## src/rtl/tourney_pred.sv

```systemverilog
module tourney_pred #(
  parameter int NUM_BR = 8,
  parameter int HIST_W = 2,
  parameter int CNT_W = 2,
  parameter int SEL_W = 2,
  parameter int MISS_W = 16,
  parameter logic [CNT_W-1:0] CNT_INIT = 2'b01,
  parameter logic [SEL_W-1:0] SEL_INIT = 2'b01,
  localparam int ID_W = $clog2(NUM_BR),
  localparam int GDEPTH = NUM_BR << HIST_W,
  localparam int LDEPTH = NUM_BR * 2
) (
  input  logic              clk,
  input  logic              rst_n,
  input  logic              in_valid,
  input  logic [ID_W-1:0]   in_id,
  input  logic              in_taken,
  output logic              glob_pred,
  output logic              loc_pred,
  output logic              sel_local,
  output logic              final_pred,
  output logic [MISS_W-1:0] miss_count
);

  logic [CNT_W-1:0]  gtab [GDEPTH];
  logic [CNT_W-1:0]  ltab [LDEPTH];
  logic [SEL_W-1:0]  sel_q [NUM_BR];
  logic [NUM_BR-1:0] last_q;
  logic [HIST_W-1:0] hist_q;

  logic [ID_W+HIST_W-1:0] gidx;
  logic [ID_W:0]          lidx;

  assign gidx       = {in_id, hist_q};
  assign lidx       = {in_id, last_q[in_id]};
  assign glob_pred  = gtab[gidx][CNT_W-1];
  assign loc_pred   = ltab[lidx][CNT_W-1];
  assign sel_local  = sel_q[in_id][SEL_W-1];
  assign final_pred = sel_local ? loc_pred : glob_pred;

  function automatic logic [CNT_W-1:0] bump_c(input logic [CNT_W-1:0] c, input logic up);
    if (up) return (&c) ? c : c + 1'b1;
    return (|c) ? c - 1'b1 : c;
  endfunction

  function automatic logic [SEL_W-1:0] bump_s(input logic [SEL_W-1:0] s, input logic up);
    if (up) return (&s) ? s : s + 1'b1;
    return (|s) ? s - 1'b1 : s;
  endfunction

  always_ff @(posedge clk) begin
    if (!rst_n) begin
      for (int i = 0; i < GDEPTH; i++) gtab[i] <= CNT_INIT;
      for (int i = 0; i < LDEPTH; i++) ltab[i] <= CNT_INIT;
      for (int i = 0; i < NUM_BR; i++) sel_q[i] <= SEL_INIT;
      last_q     <= '0;
      hist_q     <= '0;
      miss_count <= '0;
    end else if (in_valid) begin
      gtab[gidx]    <= bump_c(gtab[gidx], in_taken);
      ltab[lidx]    <= bump_c(ltab[lidx], in_taken);
      last_q[in_id] <= in_taken;
      hist_q        <= {hist_q[HIST_W-2:0], in_taken};
      if (glob_pred != loc_pred)
        sel_q[in_id] <= bump_s(sel_q[in_id], loc_pred == in_taken);
      if (final_pred != in_taken)
        miss_count <= miss_count + 1'b1;
    end
  end

endmodule

```

## config.mk

```make
export PLATFORM = sky130hd
export DESIGN_NAME = tourney_pred
export DESIGN_NICKNAME = d
export VERILOG_FILES = /design/src/rtl/tourney_pred.sv
export SDC_FILE = /design/constraint.sdc
export NUM_CORES = 1
export LEC_CHECK = 0
export BUFFER_PORTS_ARGS = -buffer_cell sky130_fd_sc_hd__buf_2
export CORE_MARGIN = 4
export CORE_UTILIZATION = 30
export CTS_CLUSTER_SIZE = 12
export DETAILED_ROUTE_END_ITERATION = 10
export PLACE_DENSITY = 0.51
export SLEW_MARGIN = 10
export SYNTH_ARGS = -nofsm -noshare
export SYNTH_HDL_FRONTEND = slang
export SYNTH_SLANG_ARGS = --single-unit
```

## constraint.sdc

```tcl
create_clock -name clk -period 8.1 [get_ports clk]
set_clock_uncertainty 0.05 [all_clocks]
set_input_delay 0.81 -clock clk [delete_from_list [all_inputs] [get_ports clk]]
set_output_delay 0.81 -clock clk [all_outputs]
set_load 0.01 [all_outputs]
```

==> results of run 1 <==
## worst paths after layout
check | slack, ps | startpoint | to | cells past startpoint
setup / recovery | 3220 | in_id[0] | final_pred | 10
hold / removal | 420 | last_q[4]$_SDFFE_PN0P_ | last_q[4]$_SDFFE_PN0P_ | 2
setup reg to reg | 4480 | hist_q[0]$_SDFFE_PN0P_ | gtab[0][0]$_SDFFCE_PN1P_ | 8
hold reg to reg | 420 | last_q[4]$_SDFFE_PN0P_ | last_q[4]$_SDFFE_PN0P_ | 2
## through the flow
step / setup WS, ps / hold slack (ps)
finish: 3220 / 420.2
global route: 2874 / 437.6
CTS: 3303 / 423.5
detailed placement: 3315 / 413.7
global placement: 3446 / 406.5
floorplan: 4790 / 392.8
## Yosys cell counts (3+ instances only)
library cell  instances
inv_1                10
or3_1                 4
edfxtp_1            112
and3_1                5
a21boi_0             11
nor3_2                4
clkbuf_1             34
nand2b_1             21
dfxtp_1              26
nand3b_1              4
mux2_2                6
nor3_1               31
nand4_1               9
nor2_2                7
nor2_1               51
a22oi_1               3
buf_6                 6
a21oi_1              15
nand3_1              74
and2_1                4
nand2_1             118
a21o_1                4
a211oi_1              3
o21ai_0              29
nor2b_1              10
buf_2                15
mux4_2               14
mux2i_1              32
o22ai_1               8
buf_4                 3
## worst min-delay path, stage by stage, from the launching register on
cell and delay, ps:
dfxtp_1 310, nand2_1 50, a21boi_0 60
## routing by layer
metal,routed length (um),vias up
met3,896,22
met4,252,0
met5,0,-
met2,9251,143
met1,9076,2677
li1,-,2570
## power by group through the flow
stage,logic (W),clock network (W),registers (W)
after floorplan,0.000137,0,0.000800
after global placement,0.000188,0,0.000802
after detailed placement,0.000188,0,0.000803
after CTS,0.000189,0.000806,0.000788
after global routing,0.000205,0.000841,0.000789
final,0.000189,0.000799,0.000787
## sequential cells by signal, indices dropped and copies added, names as in the netlist
register    cells
ltab           32
last_q          8
gtab           64
miss_count     16
sel_q          16
hist_q          2
## logic make-up (layout without fill, tap and decap cells)
group,after synthesis,count (layout)
multiplexers,52,52
AND/OR/NAND/NOR,353,353
buffers and inverters,70,80
flip-flops,138,138
adder cells (fa/ha/maj),4,4
XOR/XNOR,3,3
AO/OA/AOI/OAI,90,90
## cell type report
type | instances | area share [%]
Clock buffer | 18 | 5.224
Clock inverter | 14 | 2.087
Inverter | 11 | 0.5026
Multi-Input combinational cell | 502 | 37.45
Sequential cell | 138 | 47.29
Tap cell | 319 | 4.858
Timing Repair Buffer | 37 | 2.589
==> run summary, run 1 <==
The share of power burned in combinational logic came out at 10.6%. The global route total overflow is 0. Setup violations remaining at the end of the flow were counted as 0.

The initial cell density of the core is about 30%. The final clock period utilization by the worst path came out at about three fifths. The number of remaining DRC errors came out at 0.

Buffers placed on the I/O ports in this run total 26. The share of total power in sequential cells came out at 44.4%. Counting flops and latches in the post-synthesis netlist gives 138. The overall power of the completed layout came out at 0.001775 W. The clock edge transition at the registers on the reported setup and hold paths came out at about 50 ps. The adder-cell area share of the yosys netlist came out at less than 1%. The number of nets in the layout is 715. For this design, the slowest cell found on the critical path is nor2_1. The non-filler instance count after layout is ~1000.

The routed via count came out at 5412. The average instance in the mapped netlist occupies between 10 and 15 um2. The number of slew-limit violations in the final report came out at 0. Setup repair after global routing left no endpoint under its margin. STA classifies the critical path startpoint as a primary input. The maximum number of buffers from clock root to sink came out at 2. The number of flops mapped to enable cells by yosys came out at approximately 110. Data arrives at the worst endpoint at 4020 ps. The first-pass GRT wire length is 30500 um. For this run, the leading register cell type out of synthesis is edfxtp_1. The highest net fanout along the worst path came out at 29.

The run finished with clean final reports. The number of antenna diodes came out at 0. The later pin in the worst-skew pair is clocked with a latency of 420 ps.

The fraction of power spent switching nets came out at 25.90%. The quantity of hold-fixing buffers added after cts is 0. The met2 usage is 23.77%.

The post-CTS resize count is 0. The layout-stage area growth over the synthesis result came out at 13.03%. The final count of hold timing violations is 0.

The number of distinct library cell variants in the gate-level netlist after synthesis came out at 61. In the layout the commonest cells are 118 x nand2_1, 112 x edfxtp_1, 74 x nand3_1, 51 x nor2_1, 32 x mux2i_1. The final weighted congestion in routability-driven placement came out at 0.8600. The number of buffers and inverters on the critical path came out at 5.

After the first detailed-routing iteration, the DRC count stood at 441. The portion of synthesized area spent on multiplexers is 9.675%. Traced cell by cell, the critical path runs through buf_2, clkinv_1, nor2_1, a21oi_1, o211a_1, inv_1, nand3_1, and2_0, inv_1, buf_2. The vertical die dimension is 163.7 um. The category of the worst setup path capture point is an output port. The pin count of the biggest net entering global routing came out at 57. In the final layout, the share of cells above drive strength 1 is around 16%. The post-synth design cell area is 0.007268 mm2. The worst setup path is of the primary input to output port kind.

The detail-routed via count per cell is 5.209. Setup total negative slack on the finished layout was measured at 0 ps. The peak supply drop came out at 0.0001132 V. The cell-internal power came out at 0.001315 W.

The region available for standard cell placement spans roughly 0.024 mm2. The placed instances occupy a cell area of 0.007615 mm2. The post-synthesis net count is between 700 and 800. In the global route stage, met1 resource usage came out at a little over a fifth. The number of fillers in the final layout is 2440.

Buffers inserted during clock tree synthesis total 17. Timing would allow up to 204.9 MHz. The count of maximum capacitance violations is 0. The clock network accounts for between 40 and 50% of the total power. The sequential area share after synthesis is 53.43%. The analysis attributes to net switching a power of 0.0004596 W. The shortest clock period the worst path allows after layout is 4880 ps. The xor/xnor share of the synthesized area came out at less than 1%. The die covers between 0.02 and 0.03 mm2. The sequential cell area in the final layout came out at 0.003885 mm2. In this run the horizontal extent of the chip is 163.7 um. The worst endpoint required time is between 7000 and 8000 ps.

The cell type with the largest total area after synthesis is edfxtp_1. The compound-cell area share of the yosys netlist is under 10%. The tightest min-delay check is of the register to register type. The synthesized netlist devotes a little under a quarter of its cell area to simple gates. The initial antenna violation count is 0. The leakage dissipation is around 2.6 nW.

The slew at the pin closest to its max-slew limit is 1225 ps. The combinational family with the most area after synthesis is simple AND/OR/NAND/NOR gates. The average wire per standard cell is 18.74 um.

The initialized floorplan defines 56 standard-cell rows. The HPWL reported at the end of detailed placement came out at 13110 um. During synthesis, Yosys emitted a total of 0 warnings.

The I/O pin count came out at 27. The clock sink total is 138. The post-detailed-route count of antenna-violating nets is 0. The most heavily used metal layer in global routing is met2. The largest stage delay on the critical path is 780 ps.

Leaving out fill and tap cells, the most frequent cell in the layout is nand2_1. The first-pass iteration count of the detailed router came out at 7. TritonCTS built the clock tree. The core occupancy in the finished layout is 34.69%.

The met3 layer usage reported by global route came out at about 2.8%. The count of H-tree levels built during CTS came out at 4. The headroom to the max-slew limit is 18.01%. Global routing used 14.93% of the available tracks. The number of cells in the design after placement came out at approximately 1000. The number of standard cells after synthesis came out at around 700.

The via count of the first global-routing pass came out at 5217. The share of Yosys cell area claimed by the top area cell type came out at 46.27%. After clock tree synthesis, the setup repair step added 0 buffers. In this run the clock root is driven by a clkbuf_16. The final design instance area without fill came out at 0.008215 mm2.

The share of synthesized flip-flops with an asynchronous set or reset came out at 0%. The total detailed-routing wirelength came out at slightly below 20000 um. Dividing total power by cell area gives a power density of about 220 mW/mm2. By area the synthesized netlist is led by edfxtp_1 46%, dfxtp_1 7.2%, nand2_1 6.1%. The total area of multi-input combinational cells is 0.003077 mm2. In this design, the largest share of critical-path delay is due to simple AND/OR/NAND/NOR gates.
Power figures use the tool's default switching activity.
==> inputs of run 2 (changes only) <==
Settings changed: ABC_AREA from default to 1, PLACE_DENSITY 0.51 to 0.52.
Clock period 8.1 ns to 4.1 ns, I/O delays scaled along.
==> run summary, run 2 <==
In this run the clock root is driven by a clkbuf_16. The quantity of hold-fixing buffers added after cts is 0. The number of antenna diodes came out at 0. The final weighted congestion in routability-driven placement came out at 0.8276. Global routing used between 10% and 20% of the available tracks across all layers. For this run, the number of Yosys warnings is 0.

The I/O pin count came out at 27. The worst register-to-register path begins at hist_q[0]$_SDFFE_PN0P_. The area of the core is 0.02340 mm2. Row generation in the floorplan step produced 56 rows. The setup path with the least slack is of type register to output port. The number of nets in the layout is 885.

The global route total overflow is 0. The commonest cells after synthesis are 214 x nand2_1, 152 x nor2_1, 125 x inv_1. After synthesis the netlist holds a flip-flop and latch count of 138. Sorting the synthesized cells by area gives the leading types as edfxtp_1 47%, nand2_1 11%, nor2_1 8.0%.

Of all nets on the critical path, the largest fanout is 16. The setup violation total in the final timing report came out at 0. STA classifies the critical path startpoint as a register. The vertical die dimension came out at 162.0 um.

The register containing the most flip-flops in the final layout is gtab. Averaged over all synthesized cells, the footprint is 8.328 um2. The launching instance or port of the critical path is hist_q[0]$_SDFFE_PN0P_.

The number of slew-limit violations in the final report came to 0. The worst path uses 77.87% of the clock period. The largest stage delay on the critical path came out at 350 ps.

The slowest stage of the critical path belongs to the cell dfxtp_1. Together, buffers and inverters on the worst path number 3. TritonCTS built the clock tree.

The top cell types in the final layout, fill and taps aside, are 214 x nand2_1, 152 x nor2_1, 125 x inv_1, 112 x edfxtp_1, 37 x a22oi_1. Setup repair after global routing left no endpoint under its margin. The total detailed-routing wirelength is approximately 18000 um.

The initial antenna violation count is 0. The share of final-layout standard cells stronger than drive strength 1 came out at 9.775%. The floorplan step defined a die boundary enclosing roughly 0.026 mm2. The count of maximum capacitance violations came out at 0. The number of buffers inserted by post-CTS setup repair is 0. Once detail routing completed, the nets flagged for antenna violations numbered 0.

The flip-flop count of the largest register, all copies and words added came out at 64. The die outline width came out at 162.0 um. The flip-flop cell with the highest count after synthesis is edfxtp_1. The largest registers in the layout are gtab (64), ltab (32). Static timing analysis puts the maximum clock frequency at 313.2 MHz.

Among the stages of the critical path, the cell type that occurs most often is nand2_1. The slew at the pin closest to its max-slew limit is about 740 ps. The post-CTS resize count came out at 0. After filler insertion, the fill cell instance count of the layout stands at about 2500. The leakage dissipation is 2.981 nW. The headroom to the max-slew limit came out at 50.53%.

The arrival time of the worst setup path is 2730 ps. Traced cell by cell, the critical path runs through inv_1, nand2_1, inv_1, a22oi_1, a21oi_1, or2_2, nor2_1, nand2_1, nand2_1, nand2_2, buf_2. The first-pass iteration count of the detailed router is 5. The cell type with the largest total area after synthesis is edfxtp_1. The sequential area share after synthesis is a little over half.

In the post-synthesis netlist, the cell with the most instances is nand2_1. For this run, the share of the core covered by cells in the final layout is 34.82%. The HPWL reported at the end of detailed placement came out at 12220 um.

The average wire per standard cell is 14.91 um. Relative to the synthesized area, the layout overhead comes to 14.58%. The final count of hold timing violations came to 0. The detail-routed via count per cell came out at 4.649.

Among cell families on the critical path, the largest total delay comes from simple AND/OR/NAND/NOR gates. The post-synth design cell area came out at 0.007112 mm2. The startpoint identified for the worst hold timing path is in_taken.

The TritonCTS buffer count came out at 17. For this configuration, the core starts out at a cell density of 30.39%. The top cell type by area accounts for 47.29% of the synthesized area.

The most frequent standard cell in the layout excluding fill and tap cells is nand2_1. The count of H-tree levels built during CTS is 4. The count of buffers inserted at the top-level ports is 26. The detailed router placed 5621 vias in this run.

The accumulated negative setup slack is 0 ps. The flow ran to the end, and the final reports show no timing, DRC or antenna violations. In this run the power density over the cells is 423.5 mW/mm2. The via count of the first global-routing pass came to 5516. The number of distinct library cell variants in the gate-level netlist after synthesis came out at 39. Clock-pin slew was measured on the worst setup and hold paths at 60 ps. When the netlist entered floorplanning its net count stood at 862. The worst setup path is captured at an output port. The peak supply drop is 0.0001989 V.

The first-pass GRT wire length came out at 29120 um. In this run the worst hold path is classified as primary input to register. Entering global routing, the biggest net connects 41 pins. The worst endpoint required time came out at 3640 ps. Clock latency on the worst-skew pair, taken at its later pin, is 420 ps.

The number of flops mapped to enable cells by yosys is ~110. The violation count after the first detailed-routing iteration is 367. No sink is reached through more buffers than the 2 on the longest clock path. For this design, the sink count on the clock tree is 138. The number of standard cells after synthesis is approximately 850. The share of synthesized flip-flops with an asynchronous set or reset came out at 0%. For this run, design rule violations remaining after detail routing come to 0. The shortest clock period the worst path allows after layout is roughly 3200 ps.
-- run 2: cell types whose count changed after synthesis, moves of 21 or more --
cell	delta
nor3_1	-21
a22oi_1	+34
mux2i_1	-32
inv_1	+115
nor2_1	+101
nand3_1	-46
nand2_1	+96
o21ai_0	-24
a21oi_1	+21
nand2b_1	-21
-- run 2: worst register-to-register path, delay by kind of cell, from the launching register on --
kind,cells,cell delay (ps)
AOI/OAI and AO/OA,3,500
buffers and inverters,2,410
DFF,1,350
and+or+nand+nor,8,1700
-- run 2: final cells by class --
cell class	instances	area (um2)	share of cell area (%)
inverter	130	488.0	5.988
timing repair buffer	37	212.7	2.610
sequential	138	3884	47.66
multi-input combinational	553	2577	31.63
clock buffer	24	534.3	6.556
clock inverter	8	53.80	0.6602
tap	319	399.1	4.898
-- run 2: per-stage QoR --
step / total power, W / worst slack [ps] / instances / area [um2] / hold WS, ps
floorplan: 0.001852 / 1665 / 854 / 7112 / 379.6
global placement: 0.001977 / 842.8 / 1177 / 7561 / 400.6
detailed placement: 0.001976 / 833.7 / 1177 / 7561 / 404.5
CTS: 0.003477 / 905.6 / 1209 / 8149 / 370.1
global route: 0.003590 / 724.3 / 1209 / 8149 / 388.0
finish: 0.003451 / 907.2 / 1209 / 8149 / 380.9
-- run 2: routing by layer --
layer	global-route usage [%]	vias up	part of all wire, %
met1	18.78	2694	48
met3	2.969	21	3.4
met5	0	-	0
li1	-	2831	-
met2	23.34	75	48
met4	4.268	0	1.2
-- run 2: path summary, 6_finish.rpt --
| path | end | slack, ps | cells after the start |
|---|---|---|---|
| setup reg to reg | miss_count[11]$_SDFFE_PN0P_ | 1020 | 13 |
| setup / recovery | final_pred | 910 | 11 |
| hold reg to reg | last_q[6]$_SDFFE_PN0P_ | 410 | 2 |
| hold / removal | last_q[5]$_SDFFE_PN0P_ | 380 | 3 |
-- run 2: kinds of logic (layout without fill, tap and decap cells) --
group | Yosys count | after routing | synth area share [%]
and+or+nand+nor | 442 | 442 | 25.72
buffers and inverters | 163 | 199 | 9.148
DFF | 138 | 138 | 54.61
AOI/OAI and AO/OA | 96 | 96 | 8.621
xor gates and xnor gates | 14 | 14 | 1.724
adders and majority gates | 1 | 1 | 0.1759
-- run 2: power by group --
group	switching, W	internal, W
Combinational	0.000288	0.0000943
Clock	0.000598	0.000911
Sequential	0.0000132	0.00155
